File: config.mk
export PLATFORM = sky130hd
export DESIGN_NAME = spec_ld_tracker
export DESIGN_NICKNAME = d
export VERILOG_FILES = /design/src/rtl/spec_trk_pkg.sv /design/src/rtl/spec_trk_onehot.sv /design/src/rtl/spec_trk_cell.sv /design/src/rtl/spec_trk_resp.sv /design/src/rtl/spec_ld_tracker.sv
export SDC_FILE = /design/constraint.sdc
export NUM_CORES = 1
export LEC_CHECK = 0
export ABC_AREA = 0
export CORE_MARGIN = 4
export CORE_UTILIZATION = 62
export DETAILED_ROUTE_END_ITERATION = 10
export PLACE_DENSITY = 0.93
export SETUP_SLACK_MARGIN = 0.15
export SLEW_MARGIN = 40
export SYNTH_ARGS = -nofsm -noshare
export SYNTH_HDL_FRONTEND = slang
export SYNTH_SLANG_ARGS = --single-unit
File: constraint.sdc
create_clock -name clk -period 2.2 [get_ports clk]
set_clock_uncertainty 0.05 [all_clocks]
set_input_delay 0.33 -clock clk [delete_from_list [all_inputs] [get_ports clk]]
set_output_delay 0.33 -clock clk [all_outputs]
set_load 0.03 [all_outputs]
File: src/rtl/spec_trk_pkg.sv
package spec_trk_pkg;

   typedef enum logic [1:0] {
      CHK_NONE  = 2'd0,
      CHK_PASS  = 2'd1,
      CHK_RECOV = 2'd2,
      CHK_ERR   = 2'd3
   } chk_res_e;

   function automatic chk_res_e classify(input logic valid,
                                         input logic pend,
                                         input logic pois);
      chk_res_e r;
      if (!valid)     r = CHK_NONE;
      else if (!pend) r = CHK_ERR;
      else if (pois)  r = CHK_RECOV;
      else            r = CHK_PASS;
      return r;
   endfunction

endpackage

File: src/rtl/spec_trk_onehot.sv
module spec_trk_onehot #(
   parameter int N = 32,
   parameter int W = 5
) (
   input  logic         en,
   input  logic [W-1:0] idx,
   output logic [N-1:0] hot
);
   for (genvar g = 0; g < N; g++) begin : g_bit
      assign hot[g] = en && (idx == W'(g));
   end
endmodule

File: src/rtl/spec_trk_cell.sv
module spec_trk_cell #(
   parameter bit CLEAR_ON_FAIL = 1'b1
) (
   input  logic clk,
   input  logic rst_n,
   input  logic ld_hit,
   input  logic wr_hit,
   input  logic flt_hit,
   input  logic chk_hit,
   output logic pend,
   output logic pois
);
   logic pend_nx, pois_nx;
   logic pois_after_chk;

   if (CLEAR_ON_FAIL) begin : g_clr
      assign pois_after_chk = 1'b0;
   end else begin : g_keep
      assign pois_after_chk = pois;
   end

   always_comb begin
      pend_nx = pend;
      pois_nx = pois;
      if (flt_hit && pend) pois_nx = 1'b1;
      if (chk_hit) begin
         pend_nx = 1'b0;
         pois_nx = pois_after_chk;
      end
      if (wr_hit) begin
         pend_nx = 1'b0;
         pois_nx = 1'b0;
      end
      if (ld_hit) begin
         pend_nx = 1'b1;
         pois_nx = 1'b0;
      end
   end

   always_ff @(posedge clk) begin
      if (!rst_n) begin
         pend <= 1'b0;
         pois <= 1'b0;
      end else begin
         pend <= pend_nx;
         pois <= pois_nx;
      end
   end
endmodule

File: src/rtl/spec_trk_resp.sv
module spec_trk_resp
   import spec_trk_pkg::*;
#(
   parameter int N = 32,
   parameter int W = 5
) (
   input  logic         clk,
   input  logic         rst_n,
   input  logic         chk_valid,
   input  logic [W-1:0] chk_reg,
   input  logic [N-1:0] pend_vec,
   input  logic [N-1:0] pois_vec,
   output logic         chk_pass,
   output logic         recov_req,
   output logic [W-1:0] recov_reg,
   output logic         chk_err
);
   chk_res_e res, res_q;
   logic [W-1:0] reg_q;

   assign res = classify(chk_valid, pend_vec[chk_reg], pois_vec[chk_reg]);

   always_ff @(posedge clk) begin
      if (!rst_n) begin
         res_q <= CHK_NONE;
         reg_q <= '0;
      end else begin
         res_q <= res;
         reg_q <= (res == CHK_RECOV) ? chk_reg : '0;
      end
   end

   assign chk_pass  = (res_q == CHK_PASS);
   assign recov_req = (res_q == CHK_RECOV);
   assign chk_err   = (res_q == CHK_ERR);
   assign recov_reg = reg_q;
endmodule

File: src/rtl/spec_ld_tracker.sv
module spec_ld_tracker #(
   parameter int NUM_REGS      = 32,
   parameter bit CLEAR_ON_FAIL = 1'b1,
   parameter int IDX_W         = $clog2(NUM_REGS)
) (
   input  logic             clk,
   input  logic             rst_n,
   input  logic             ld_valid,
   input  logic [IDX_W-1:0] ld_reg,
   input  logic             flt_valid,
   input  logic [IDX_W-1:0] flt_reg,
   input  logic             wr_valid,
   input  logic [IDX_W-1:0] wr_reg,
   input  logic             chk_valid,
   input  logic [IDX_W-1:0] chk_reg,
   output logic             chk_pass,
   output logic             recov_req,
   output logic [IDX_W-1:0] recov_reg,
   output logic             chk_err
);
   if (NUM_REGS < 2) begin : g_bad_n
      $error("spec_ld_tracker: NUM_REGS must be at least 2");
   end
   if ((1 << IDX_W) < NUM_REGS) begin : g_bad_w
      $error("spec_ld_tracker: IDX_W too narrow for NUM_REGS");
   end

   logic [NUM_REGS-1:0] ld_hot, wr_hot, flt_hot, chk_hot;
   logic [NUM_REGS-1:0] pend_vec, pois_vec;

   spec_trk_onehot #(.N(NUM_REGS), .W(IDX_W)) u_dec_ld
      (.en(ld_valid),  .idx(ld_reg),  .hot(ld_hot));
   spec_trk_onehot #(.N(NUM_REGS), .W(IDX_W)) u_dec_wr
      (.en(wr_valid),  .idx(wr_reg),  .hot(wr_hot));
   spec_trk_onehot #(.N(NUM_REGS), .W(IDX_W)) u_dec_flt
      (.en(flt_valid), .idx(flt_reg), .hot(flt_hot));
   spec_trk_onehot #(.N(NUM_REGS), .W(IDX_W)) u_dec_chk
      (.en(chk_valid), .idx(chk_reg), .hot(chk_hot));

   for (genvar r = 0; r < NUM_REGS; r++) begin : g_cell
      spec_trk_cell #(.CLEAR_ON_FAIL(CLEAR_ON_FAIL)) u_cell (
         .clk    (clk),
         .rst_n  (rst_n),
         .ld_hit (ld_hot[r]),
         .wr_hit (wr_hot[r]),
         .flt_hit(flt_hot[r]),
         .chk_hit(chk_hot[r]),
         .pend   (pend_vec[r]),
         .pois   (pois_vec[r])
      );
   end

   spec_trk_resp #(.N(NUM_REGS), .W(IDX_W)) u_resp (
      .clk      (clk),
      .rst_n    (rst_n),
      .chk_valid(chk_valid),
      .chk_reg  (chk_reg),
      .pend_vec (pend_vec),
      .pois_vec (pois_vec),
      .chk_pass (chk_pass),
      .recov_req(recov_req),
      .recov_reg(recov_reg),
      .chk_err  (chk_err)
   );
endmodule

-- After elaboration in Yosys (flattened, before gate mapping)
Cells that the tools add are included.
- bits in registers: 71
- latch bits: 0
- RAM bits: 0
- memory bits (read-only): 0
- memories kept: 0
- add/subtract/negate cells: 0
- multiply operators: 0
- div/mod/pow operators: 0
- order comparisons: 1
- equality and inequality tests: 128
- shift operators: 0
- mux-type cells: 103
- bitwise logic cells: 1
- reduce and logical (&&, ||, !) cells: 229
- operator list (operator ; count):
    5-bit equality test (second input constant) ; 64
    5-bit by 4-bit equality test with 1-bit output (second input constant) ; 32
    1-bit logical AND ; 160
    4-bit OR reduction ; 32
    1-bit 2-to-1 mux ; 98
    3-bit nonzero test ; 32
    5-bit by 3-bit equality test with 1-bit output (second input constant) ; 16
    5-bit by 2-bit equality test with 1-bit output (second input constant) ; 8
    5-bit by 1-bit equality test with 1-bit output (second input constant) ; 4
    5-bit zero test ; 4
    1-bit binary-select mux with 5-bit select ; 2
    2-bit equality test (second input constant) ; 3
    5-bit by 6-bit < comparator with 1-bit output (second input constant) ; 1
    2-bit 2-to-1 mux ; 3
    2-bit by 1-bit equality test with 1-bit output (second input constant) ; 1
    2-bit AND reduction ; 1
    1-bit inverter ; 1

-- Depth between registers and ports, before layout
- depth after elaboration: 7
- gate-level depth with buffers: 8
- depth with buffers taken out: 6

-- Hierarchy
Synthesis repeated with hierarchy kept, for this count alone.
- cells, all modules: 481
- area, all modules: 4320.4 µm²
- modules (own cells, without submodules) (module ; instances ; cells each ; area each (µm²)):
    spec_trk_cell ; 32 ; 6 ; 78.8
    spec_trk_onehot ; 4 ; 47 ; 234.0
    spec_trk_resp ; 1 ; 101 ; 862.1

-- Worst setup path before layout
No wires, ideal clock.
- path type: input-to-reg
- start point: input port chk_reg[2]
- end point: register u_resp.res_q[1]
- setup time: 0.122 ns
- arrival: 1.449 ns
- slack: 0.579 ns
- stages on the path: 8
- cell sequence: buf_4 and2_1 buf_2 a22oi_1 nand2_1 o22ai_2 nor2_1 o311a_1
- cells in the longest elaborated chain, start to end: 5
- elaborated cells between the ends (all ways): 7
- ends and longest elaborated chain (element ; RTL line ; source):
    start, declared ; spec_ld_tracker.sv:15 ; input logic [IDX_W-1:0] chk_reg,
    1-bit binary-select mux with 5-bit select ; spec_trk_resp.sv:21 ; assign res = classify(chk_valid, pend_vec[chk_reg], pois_vec[chk_reg]);
    1-bit 2-to-1 mux (implied by the code) ; spec_trk_resp.sv:21 ;
    2-bit 2-to-1 mux ; spec_trk_pkg.sv:16 ; else if (pois) r = CHK_RECOV;
    2-bit 2-to-1 mux (*) ; spec_trk_pkg.sv:15 ; else if (!pend) r = CHK_ERR;
    2-bit 2-to-1 mux (*) ; spec_trk_pkg.sv:14 ; if (!valid) r = CHK_NONE;
    end signal, assigned ; spec_trk_resp.sv:28 ; res_q <= res;
    end, declared ; spec_trk_resp.sv:18 ; chk_res_e res, res_q;
Mark *: on every way between the ends. The rest lies on a longest branch, timed or not. The select of a mux whose other input is x is not followed.
A chain may end at the register's enable or synchronous reset.

-- Worst setup path after layout
- start point: input port chk_reg[2]
- end point: register u_resp.res_q[0]
Same word-level chain as after synthesis.

==> run_results.csv <==
group,metric,value,unit
finish,postLayoutCoreUtil,0.787,
finish,fillers,435,
yosys,postSynthCellCount,481,
clock_tree,tritoncts,"done",
floorplan,dieArea,7670,µm²
placement,port_buffers,33,
global_route,grt_pass1_vias,4060,
route,wirelength,13.6,mm
critical_path,path_max_fanout,8,
route,post_drt_wl_per_cell,21.7,µm
global_route,grt_max_degree,45,
power,switching_share,0.288,
power,p_per_area,559,nW/µm²
route,via_per_inst,6.90,
yosys,synth.avg_cell_area,8.16,µm²
sta,worstMarginPinSlew,0.632,ns
yosys,yosys_warnings,0,
power,p_int,1890,µW
global_route,grt_pass1_wl,20.9,mm
power,p_sw,762,µW
clock_tree,cts_buffers,9,
sta,fin_crit_sh,0.907,
sta,worst_slack,0.206,ns
clock_tree,cts_buffer_depth,2,
finish,diodes,0,
yosys,synth_edf_count,0,
critical_path,arrival,2.24,ns
yosys,ys.flop_type,"dfxtp_1",
power,power.share.sequential,0.492,
route,drtIter0Drc,613,
floorplan,die-height,87.6,µm
yosys,synth_area,3920,µm²
global_route,grt-ovfl-total,0,
clock_tree,clkSlewWorstSetupHoldPaths,0.08,ns
route,ant_nets,0,
finish,area_growth,20.9,%
finish,drive_gt1_frac,0.145,
sta,max-slew-margin-rel,0.575,
yosys,synth.distinct_cells,48,
floorplan,die_width,87.6,µm
clock_tree,clock_sinks,71,
route,drc,0,
yosys,postSynthNetCount,507,
global_route,grtUsageTotal,0.364,
placement,place_ws,-0.176,ns
critical_path,path_class,"input pin to flop",
power,pwr-share-clk,0.337,
floorplan,start_util,0.651,
run,cap_violations,0,
route,vias,4320,
sta,rsz0062_at_grt,"no",
clock_tree,post_cts_buffers,0,
power,worst_ir_drop_vdd,0.448,mV
status,status,"finished clean",
yosys,postSynthRegisterBits,71,
route,first_pass_iters,6,
floorplan,rows,28,
clock_tree,cts-root-buf,"clkbuf_8",
sta,finalHoldWorstSlack,0.444,ns
clock_tree,htreeDepth,3,
yosys,seq_area_frac_synth,0.362,
sta,setup_viol,0,
placement,place_congestion,1.04,
floorplan,core-area,6030,µm²
critical_path,critPathRequiredTime,2.44,ns
floorplan,io_pins,34,
placement,dp_hpwl,9.99,mm
sta,report.final.slew_viol_count,0,
power,p_comb_frac,0.171,
finish,nNetsFinal,572,
sta,hold_violations,0,
sta,fin_setup_tns,0,ns
clock_tree,worstSkewPairLatency,0.35,ns
hold_path,min_path_type,"flop to flop",
yosys,synth-async-reset-ratio,0,
critical_path,critPathLaunchType,"input pin",
power,p_leak,0.00180,µW
sta,fmax,0.501,GHz
critical_path,end_kind,"flop",
global_route,grt_antenna_before_repair,0,
sta,fin_crit,1.99,ns
## Yosys cell counts, types with 7 or more instances
| cell | number | area [µm²] |
|---|---|---|
| dfxtp_1 | 71 | 1420 |
| nor3b_1 | 8 | 60.1 |
| nand3_1 | 15 | 75.1 |
| nand2_1 | 56 | 210 |
| a31oi_1 | 40 | 250 |
| nor2b_1 | 26 | 163 |
| clkbuf_1 | 15 | 56.3 |
| nand4_1 | 7 | 43.8 |
| a22oi_1 | 24 | 180 |
| nor2_1 | 55 | 206 |
| nand2b_1 | 13 | 81.3 |
| nor3_1 | 22 | 110 |
| mux2i_1 | 32 | 320 |
| a22o_1 | 10 | 87.6 |
| a21oi_1 | 11 | 55.1 |
| buf_2 | 8 | 40.0 |
## power groups by stage
| stage | clock network [µW] | logic, µW | registers (µW) |
|---|---|---|---|
| floorplan | 0 | 247 | 1330 |
| global placement | 0 | 427 | 1330 |
| detailed placement | 0 | 433 | 1330 |
| CTS | 887 | 436 | 1300 |
| global route | 953 | 474 | 1300 |
| finish | 892 | 454 | 1300 |
## metrics by stage
stage | total power, µW | instances | cell area [µm²]
floorplan | 1580 | 481 | 3920
global placement | 1760 | 610 | 4580
detailed placement | 1770 | 610 | 4580
CTS | 2630 | 626 | 4740
global route | 2730 | 626 | 4740
finish | 2650 | 626 | 4740
## logic make-up after synthesis
logic type,after synthesis,share of synthesized area
buf+inv,35,0.0513
flops,71,0.362
mux,32,0.0816
compound gates,113,0.209
simple gates,230,0.296
## path summary, 6_finish.rpt
check	startpoint	to	slack, ns	cells after the start
setup / recovery	chk_reg[2]	u_resp.res_q[0]	0.21	7
setup reg to reg	g_cell[19].u_cell.pois	u_resp.res_q[0]	0.61	6
hold / removal	g_cell[20].u_cell.pois	g_cell[20].u_cell.pois	0.44	2
hold reg to reg	g_cell[20].u_cell.pois	g_cell[20].u_cell.pois	0.44	2
## cell type report
cell class	instances	area (µm²)	share of cell area
well taps	75	93.8	0.0198
clock inverters	4	22.5	0.00475
multi-input cells	375	2310	0.486
repair buffers	87	756	0.159
clock buffers	12	135	0.0285
flip-flops and latches	71	1420	0.300
inverters	2	7.51	0.00158
## worst max-delay path: stages
cell and delay [ns]:
clkdlybuf4s50_1 0.57, nor2_2 0.40, a22oi_1 0.19, nand2_1 0.12
o22ai_2 0.08, o22ai_2 0.33, and3_1 0.21
## what timing repair did
item,4_1_cts,5_1_grt
setup endpoints to repair,0,7
hold buffers,0,0
gates resized for setup,0,2
## cells in the final DEF (no fill, tap or decap), types with 2 or more instances in the layout
cell type,netlist,routed
and2_0,2,2
buf_4,3,52
nor2_1,55,54
nor4_1,3,3
clkinv_1,2,2
a21oi_1,11,11
nor2_2,1,2
nand3b_1,2,2
and2_1,4,4
clkbuf_1,15,3
a222oi_1,2,2
and4b_1,5,5
a31oi_1,40,40
a211oi_1,5,5
nor2b_1,26,25
a22o_1,10,10
nor3_1,22,22
a32o_1,2,2
and3_1,4,4
nand4_1,7,7
a221oi_1,4,4
nor3b_1,8,8
o22ai_1,4,4
nand2b_1,13,13
clkdlybuf4s50_1,0,32
nand3_1,15,15
clkinv_2,0,3
o22ai_2,5,5
buf_12,2,2
mux2i_1,32,32
nand2_1,56,56
a22oi_1,24,24
dfxtp_1,71,71
clkbuf_8,0,9
## per-layer routing
layer / GRT usage / share of wire
met1: 0.476 / 0.39
met2: 0.571 / 0.45
met3: 0.0611 / 0.11
met4: 0.198 / 0.045
met5: 0 / 0
Power figures use the tool's default switching activity.
